## src/rtl/mcode_pkg.sv

```systemverilog
package mcode_pkg;

    localparam int OP_W    = 4;
    localparam int UNIT_W  = 3;
    localparam int MODE_W  = 2;
    localparam int ADDR_W  = 9;
    localparam int IMM_W   = 9;
    localparam int INSTR_W = OP_W + UNIT_W + MODE_W + 2 * ADDR_W + IMM_W;
    localparam int LEN_W   = IMM_W + 1;

    localparam logic [OP_W-1:0] OP_NOP   = 4'd0;
    localparam logic [OP_W-1:0] OP_READ  = 4'd1;
    localparam logic [OP_W-1:0] OP_WRITE = 4'd2;
    localparam logic [OP_W-1:0] OP_WAIT  = 4'd3;
    localparam logic [OP_W-1:0] OP_JUMP  = 4'd4;
    localparam logic [OP_W-1:0] OP_END   = 4'd5;

    typedef struct packed {
        logic [OP_W-1:0]   op;
        logic [UNIT_W-1:0] unit;
        logic [MODE_W-1:0] mode;
        logic [ADDR_W-1:0] addr_a;
        logic [ADDR_W-1:0] addr_b;
        logic [IMM_W-1:0]  imm;
    } instr_t;

    typedef enum logic [1:0] {
        ST_IDLE = 2'd0,
        ST_EXEC = 2'd1,
        ST_LOOP = 2'd2
    } seq_state_e;

    function automatic logic is_xfer(logic [OP_W-1:0] op);
        return (op == OP_READ) || (op == OP_WRITE);
    endfunction

    // Number of cycles an instruction occupies
    function automatic logic [LEN_W-1:0] op_length(instr_t ins, int unsigned words);
        logic [LEN_W-1:0] len;
        if (is_xfer(ins.op)) begin
            len = LEN_W'(words);
        end else if (ins.op == OP_WAIT && ins.imm != '0) begin
            len = {1'b0, ins.imm};
        end else begin
            len = LEN_W'(1);
        end
        return len;
    endfunction

endpackage

```

## src/rtl/mcode_fetch.sv

```systemverilog
module mcode_fetch
    import mcode_pkg::*;
(
    input  logic              clk,
    input  logic              rst,
    input  logic              launch,
    input  logic              advance,
    input  logic              jump_take,
    input  logic [ADDR_W-1:0] jump_tgt,
    output logic              pm_en,
    output logic [ADDR_W-1:0] pm_addr
);

    logic [ADDR_W-1:0] pc_q;
    logic [ADDR_W-1:0] target;

    always_comb begin
        if (launch) begin
            target = '0;
        end else if (jump_take) begin
            target = jump_tgt;
        end else begin
            target = pc_q + 1'b1;
        end
    end

    assign pm_en   = launch | advance;
    assign pm_addr = target;

    always_ff @(posedge clk) begin
        if (rst) begin
            pc_q <= '0;
        end else if (pm_en) begin
            pc_q <= target;
        end
    end

    // a launch always fetches address zero
    a_r8_launch_zero: assert property (@(posedge clk) disable iff (rst)
        launch |-> (pm_en && pm_addr == '0));

endmodule

```

## src/rtl/mcode_loop.sv

```systemverilog
module mcode_loop
    import mcode_pkg::*;
(
    input  logic             clk,
    input  logic             rst,
    input  logic             load,
    input  logic [LEN_W-1:0] load_len,
    input  logic             run,
    output logic [LEN_W-1:0] widx,
    output logic             last
);

    logic [LEN_W-1:0] remain_q;
    logic [LEN_W-1:0] widx_q;

    always_ff @(posedge clk) begin
        if (rst) begin
            remain_q <= '0;
            widx_q   <= '0;
        end else if (load) begin
            remain_q <= load_len - 1'b1;
            widx_q   <= LEN_W'(1);
        end else if (run) begin
            remain_q <= remain_q - 1'b1;
            widx_q   <= widx_q + 1'b1;
        end
    end

    assign widx = widx_q;
    assign last = (remain_q == LEN_W'(1));

    // the loop never runs with an exhausted count
    a_r5_loop_nonzero: assert property (@(posedge clk) disable iff (rst)
        run |-> (remain_q != '0));

    // the word index steps by one while the loop runs
    a_r2_widx_step: assert property (@(posedge clk) disable iff (rst)
        (run && !last) |=> (widx == $past(widx) + 1'b1));

endmodule

```

## src/rtl/mcode_xfer.sv

```systemverilog
module mcode_xfer
    import mcode_pkg::*;
#(
    parameter int N_UNITS = 8
) (
    input  logic               clk,
    input  logic               rst,
    input  logic               active,
    input  logic               is_read,
    input  logic               first,
    input  logic [UNIT_W-1:0]  unit,
    input  logic [MODE_W-1:0]  mode,
    input  logic [ADDR_W-1:0]  base_a,
    input  logic [ADDR_W-1:0]  base_b,
    input  logic [LEN_W-1:0]   widx,
    output logic               rd_en,
    output logic               wr_en,
    output logic [ADDR_W-1:0]  addr_a,
    output logic [ADDR_W-1:0]  addr_b,
    output logic [N_UNITS-1:0] sel,
    output logic [MODE_W-1:0]  mode_o,
    output logic [N_UNITS-1:0] start_o
);

    logic [ADDR_W-1:0] step;

    assign step   = ADDR_W'(widx);
    assign rd_en  = active && is_read;
    assign wr_en  = active && !is_read;
    assign addr_a = active ? (base_a + step) : '0;
    assign addr_b = rd_en ? (base_b + step) : '0;
    assign mode_o = active ? mode : '0;

    for (genvar u = 0; u < N_UNITS; u++) begin : g_unit
        assign sel[u]     = active && (unit == UNIT_W'(u));
        assign start_o[u] = sel[u] && first && is_read;
    end

    // at most one unit takes part in a transfer
    a_r2_sel_onehot: assert property (@(posedge clk) disable iff (rst)
        $onehot0(sel));

    // a start pulse only appears on a read
    a_r3_start_read: assert property (@(posedge clk) disable iff (rst)
        (start_o != '0) |-> (rd_en && start_o == sel));

    // read and write never coincide
    a_r4_rw_exclusive: assert property (@(posedge clk) disable iff (rst)
        !(rd_en && wr_en));

    // later words of a transfer step the address by one
    a_r2_addr_step: assert property (@(posedge clk) disable iff (rst)
        (active && widx != '0) |-> (addr_a == ADDR_W'($past(addr_a) + 1'b1)));

endmodule

```

## src/rtl/mcode_seq.sv

```systemverilog
module mcode_seq
    import mcode_pkg::*;
#(
    parameter int WORDS_PER_OP = 4,
    parameter int N_UNITS      = 8
) (
    input  logic               clk,
    input  logic               rst,
    input  logic               start,
    output logic               busy,
    output logic               done,
    output logic               pm_en,
    output logic [ADDR_W-1:0]  pm_addr,
    input  logic [INSTR_W-1:0] pm_rdata,
    output logic               dm_rd_en,
    output logic               dm_wr_en,
    output logic [ADDR_W-1:0]  dm_addr_a,
    output logic [ADDR_W-1:0]  dm_addr_b,
    output logic [N_UNITS-1:0] unit_sel,
    output logic [MODE_W-1:0]  unit_mode,
    output logic [N_UNITS-1:0] unit_start
);

    seq_state_e       state_q;
    instr_t           ir_q;
    instr_t           cur;
    logic             done_q;
    logic             in_exec;
    logic             in_loop;
    logic [LEN_W-1:0] len;
    logic             loop_last;
    logic [LEN_W-1:0] loop_widx;
    logic             last;
    logic             is_end;
    logic             advance;
    logic             jump_take;
    logic             launch;
    logic             loop_load;
    logic             xfer_active;
    logic [LEN_W-1:0] widx;

    assign in_exec   = (state_q == ST_EXEC);
    assign in_loop   = (state_q == ST_LOOP);
    assign cur       = in_exec ? instr_t'(pm_rdata) : ir_q;
    assign len       = op_length(cur, WORDS_PER_OP);
    assign last      = in_exec ? (len == LEN_W'(1)) : (in_loop && loop_last);
    assign is_end    = in_exec && (cur.op == OP_END);
    assign advance   = (in_exec || in_loop) && last && !is_end;
    assign jump_take = in_exec && (cur.op == OP_JUMP);
    assign launch    = (state_q == ST_IDLE) && start;
    assign loop_load = in_exec && (len != LEN_W'(1));

    always_ff @(posedge clk) begin
        if (rst) begin
            state_q <= ST_IDLE;
            ir_q    <= '0;
            done_q  <= 1'b0;
        end else begin
            done_q <= is_end;
            unique case (state_q)
                ST_IDLE: if (launch) state_q <= ST_EXEC;
                ST_EXEC: begin
                    if (is_end) begin
                        state_q <= ST_IDLE;
                    end else if (loop_load) begin
                        state_q <= ST_LOOP;
                        ir_q    <= cur;
                    end
                end
                ST_LOOP: if (loop_last) state_q <= ST_EXEC;
                default: state_q <= ST_IDLE;
            endcase
        end
    end

    assign busy = (state_q != ST_IDLE);
    assign done = done_q;

    mcode_fetch u_fetch (
        .clk       (clk),
        .rst       (rst),
        .launch    (launch),
        .advance   (advance),
        .jump_take (jump_take),
        .jump_tgt  (cur.imm),
        .pm_en     (pm_en),
        .pm_addr   (pm_addr)
    );

    mcode_loop u_loop (
        .clk      (clk),
        .rst      (rst),
        .load     (loop_load),
        .load_len (len),
        .run      (in_loop),
        .widx     (loop_widx),
        .last     (loop_last)
    );

    assign xfer_active = (in_exec || in_loop) && is_xfer(cur.op);
    assign widx        = in_exec ? '0 : loop_widx;

    mcode_xfer #(.N_UNITS(N_UNITS)) u_xfer (
        .clk     (clk),
        .rst     (rst),
        .active  (xfer_active),
        .is_read (cur.op == OP_READ),
        .first   (in_exec),
        .unit    (cur.unit),
        .mode    (cur.mode),
        .base_a  (cur.addr_a),
        .base_b  (cur.addr_b),
        .widx    (widx),
        .rd_en   (dm_rd_en),
        .wr_en   (dm_wr_en),
        .addr_a  (dm_addr_a),
        .addr_b  (dm_addr_b),
        .sel     (unit_sel),
        .mode_o  (unit_mode),
        .start_o (unit_start)
    );

    // done lasts a single cycle
    a_r7_done_pulse: assert property (@(posedge clk) disable iff (rst)
        done |=> !done);

    // busy has dropped when done is seen
    a_r7_idle_on_done: assert property (@(posedge clk) disable iff (rst)
        done |-> !busy);

    // no fetch and a steady fetch address while a loop runs
    a_r9_fetch_hold: assert property (@(posedge clk) disable iff (rst)
        (in_loop && !loop_last) |-> (!pm_en && $stable(pm_addr)));

    // waits leave the data memory alone
    a_r5_wait_silent: assert property (@(posedge clk) disable iff (rst)
        ((in_exec || in_loop) && cur.op == OP_WAIT) |-> (!dm_rd_en && !dm_wr_en));

    // nothing is driven while idle
    a_r10_idle_quiet: assert property (@(posedge clk) disable iff (rst)
        !busy |-> (!dm_rd_en && !dm_wr_en && unit_sel == '0));

endmodule

```

## config.mk

```make
export PLATFORM = sky130hd
export DESIGN_NAME = mcode_seq
export DESIGN_NICKNAME = d
export VERILOG_FILES = /design/src/rtl/mcode_pkg.sv /design/src/rtl/mcode_fetch.sv /design/src/rtl/mcode_loop.sv /design/src/rtl/mcode_xfer.sv /design/src/rtl/mcode_seq.sv
export SDC_FILE = /design/constraint.sdc
export NUM_CORES = 1
export LEC_CHECK = 0
export BUFFER_PORTS_ARGS = -buffer_cell sky130_fd_sc_hd__buf_2
export CAP_MARGIN = 20
export CORE_UTILIZATION = 53
export CTS_BUF_LIST = sky130_fd_sc_hd__clkbuf_8
export DETAILED_ROUTE_END_ITERATION = 12
export GPL_ROUTABILITY_DRIVEN = 0
export GPL_TIMING_DRIVEN = 0
export HOLD_SLACK_MARGIN = 0.02
export MAX_ROUTING_LAYER = met4
export PLACE_DENSITY = 0.8
export SLEW_MARGIN = 20
export SYNTH_ARGS = -nofsm -noshare
export SYNTH_HDL_FRONTEND = slang
export SYNTH_SLANG_ARGS = --single-unit
```

## constraint.sdc

```tcl
create_clock -name clk -period 3.9 [get_ports clk]
set_input_delay 0.195 -clock clk [delete_from_list [all_inputs] [get_ports clk]]
set_output_delay 0.195 -clock clk [all_outputs]
set_load 0.01 [all_outputs]
```

==> impl_metrics.py <==
metrics = {
    "synth": {
        "yosysTopAreaCell": "dfxtp_1",
        "syn-num-nets": 643,
        "dominantRegCellSynth": "dfxtp_1",
        "synth_area_um2": 4800,
        "synthCells": 576,
        "postSynth.asyncResetShare": 0,
        "yosysTopAreaCellShare": 0.280,
        "synth_warnings": 0,
        "synth_area_per_cell_um2": 8.33,
        "synth-edff-count": 0,
        "ys_ff_latch": 67,
        "seq_area_frac_synth": 0.280,
        "synth_area_leaders": "dfxtp_1, mux2i_1, nor2_1",
        "synth_cell_types": 62,
    },
    "clock_network": {
        "clockBufferDepth": 2,
        "cts_tree": "done",
        "cts.clk_slew.worst_paths_ns": 0.08,
        "clkSinkCount": 67,
        "clkLatencyLatePin_ns": 0.36,
        "clock-root-buffer": "clkbuf_8",
        "cts_made_buffers": 9,
        "h-tree-depth": 3,
    },
    "final_layout": {
        "n_fill_cell": 699,
        "area_delta_synth_final_pct": 22.7,
        "final_cell_mix": "nor2_1, buf_2, dfxtp_1",
        "antenna_cells": 0,
        "drive_gt1_frac": 0.272,
        "fin_nets": 756,
        "fin_area_um2": 5890,
        "layout_commonest_cell": "nor2_1",
    },
    "global_routing": {
        "grt_util_all_layers": 0.287,
        "grt_pass1_wl_mm": 21.2,
        "grt_max_degree": 12,
        "antenna_found_initial": 0,
        "grt-ovfl-total": 0,
        "grt_pass1_vias": 4461,
    },
    "floorplan": {
        "coreArea_um2": 8760,
        "dieArea_um2": 9440,
        "rows": 34,
        "die_w_um": 97.2,
        "initial_utilization": 0.548,
        "die_y_um": 97.2,
        "pin_count": 89,
    },
    "sta": {
        "finalMaxSlewViolations": 0,
        "period_share": 0.981,
        "layout_setup_ws_ns": 0.0751,
        "clock_skew_ns": 0.00852,
        "rsz0062_at_grt": "true",
        "setup_violations": 0,
        "worstMarginPinSlew_ns": 0.856,
        "slew_headroom": 0.429,
        "fmax_mhz": 261,
        "fin_crit_ns": 3.82,
        "finalHoldViolations": 0,
    },
    "worst_setup_path": {
        "end_kind": "primary output",
        "start_kind": "flip-flop",
        "path_class": "reg -> out",
        "path_delay_family": "compound AO/OA/AOI/OAI gates",
        "startpoint": "state_q[1]",
        "r2r_setup_slack_ns": 0.26,
        "critPathMaxStageDelay_ns": 0.41,
        "critPathSlowestCell": "a2111oi_2",
        "crit_path_cell_trace": "inv_2 > ha_4 > buf_6 > buf_8 > buf_12 > buf_12 > mux2_4 > ha_4 > fa_2 > a21o_1 > a21oi_2 > o21bai_1 > a2111oi_2 > nor3_1 > nor3b_2 > buf_2",
        "cp.required_ns": 3.70,
        "worstPathArrival_ns": 3.63,
        "crit_fanout": 7,
        "r2r_start": "state_q[1]",
        "cp_num_buf_inv": 6,
    },
    "detailed_routing": {
        "wirelength_mm": 13.9,
        "drt_first_pass_iters": 5,
        "antenna_left": 0,
        "wl_per_cell_um": 17.3,
        "drt-vias-per-instance": 5.94,
        "drc": 0,
        "drt-initial-drc-count": 289,
        "vias": 4764,
    },
    "hold_path": {
        "hp-class": "in -> reg",
        "worstHoldStart": "pm_rdata[28]",
    },
    "place": {
        "hpwl_mm": 9.66,
        "place_ws_ns": -0.787,
        "placed_cell_area_um2": 5390,
        "portBuffers": 88,
    },
    "job": {
        "drv_cap": 0,
    },
    "pwr": {
        "vdd_ir_drop_max_mv": 0.220,
        "powerDensity_nw_per_um2": 513,
        "p_leak_nw": 2.51,
        "finalPower_w": 0.00302,
    },
    "outcome": {
        "outcome": "finished clean",
    },
}
report_power, final:
part / internal (W) / switching, W / total (W) / leakage [nW]
Clock: 0.000307 / 0.000287 / 0.000594 / 0.103
Combinational: 0.000718 / 0.000899 / 0.00162 / 1.86
Sequential: 0.000749 / 0.0000593 / 0.000808 / 0.541
sequential cells by signal, indices dropped and copies added (netlist names):
| name | flops |
|---|---|
| done | 1 |
| state_q | 2 |
| ir_q | 36 |
| u_loop.remain_q | 10 |
| u_loop.widx | 9 |
| u_fetch.pc_q | 9 |
routing by layer:
| metal | track usage | wire length [µm] | part of all wire |
|---|---|---|---|
| met1 | 0.337 | 5670 | 0.41 |
| met2 | 0.474 | 6830 | 0.49 |
| met3 | 0.0626 | 900 | 0.065 |
| met4 | 0.121 | 462 | 0.033 |
| met5 | - | 0 | 0 |
layout make-up:
class / count / area (µm²) / share of cell area
repair buffers: 103 / 553 / 0.0939
clock buffers: 10 / 138 / 0.0234
clock inverters: 6 / 56.3 / 0.00956
multi-input cells: 467 / 3370 / 0.573
flip-flops and latches: 67 / 1340 / 0.228
plain buffers: 25 / 229 / 0.0389
inverters: 16 / 60.1 / 0.0102
well taps: 108 / 135 / 0.0229
timing repair:
action	in CTS	in global routing
buffers inserted	2	13
pin swaps	4	11
gates resized for setup	35	18
cloned	0	0
hold buffers	0	0
endpoints found under the setup margin	17	19
kinds of logic (layout without fill, tap and decap cells):
| logic type | after synthesis | in the layout | synth area share |
|---|---|---|---|
| xor gates and xnor gates | 41 | 41 | 0.0748 |
| muxes | 64 | 64 | 0.140 |
| and+or+nand+nor | 234 | 234 | 0.234 |
| buffers and inverters | 42 | 160 | 0.0456 |
| AOI/OAI and AO/OA | 100 | 100 | 0.150 |
| DFF | 67 | 67 | 0.280 |
| adders and majority gates | 28 | 28 | 0.0761 |
worst min-delay path: cells and delay by family:
family	cells	cell delay, ns
multiplexers	1	0.06
buffers and inverters	1	0.09
AND/OR/NAND/NOR	1	0.07
per-stage QoR:
stage                     cells  TNS (ns)  utilization  hold WS (ns)
after floorplan             576         0            -         0.342
after global placement      772     -2.50        0.615         0.448
after detailed placement    772     -3.76        0.615         0.459
after CTS                   790   -0.0198        0.652        0.0816
after global routing        802    -0.103        0.672         0.101
final                       802         0        0.672        0.0860
cell usage after synthesis (2+ instances only):
| master | number |
|---|---|
| nor3_1 | 16 |
| nor4_1 | 7 |
| o31ai_1 | 5 |
| a211oi_2 | 6 |
| dfxtp_1 | 67 |
| o22ai_1 | 4 |
| o211ai_1 | 3 |
| nand2_1 | 27 |
| buf_6 | 6 |
| xnor2_1 | 22 |
| nand3_1 | 17 |
| mux2i_1 | 43 |
| nand2b_1 | 16 |
| and2_1 | 7 |
| nand4_1 | 4 |
| o21bai_1 | 4 |
| nor3b_1 | 5 |
| a21o_1 | 5 |
| or3_1 | 5 |
| ha_1 | 26 |
| mux2_2 | 20 |
| buf_4 | 2 |
| xor2_1 | 19 |
| o21ai_0 | 10 |
| buf_2 | 7 |
| o21a_1 | 5 |
| nor2b_1 | 8 |
| clkbuf_1 | 9 |
| a2111oi_0 | 4 |
| and3_1 | 3 |
| nor2_1 | 108 |
| a211oi_1 | 11 |
| a31oi_1 | 3 |
| inv_1 | 16 |
| a21oi_1 | 26 |
| nand4b_1 | 2 |
| fa_1 | 2 |
| buf_1 | 2 |
worst paths after layout:
check                                     to  cells past startpoint
worst max-delay path            dm_addr_b[8]                     16
worst min-delay path                ir_q[28]                      3
worst min register to register      ir_q[14]                      2
worst max register to register      ir_q[35]                     15
No activity file was read; power rests on OpenSTA's default activity.
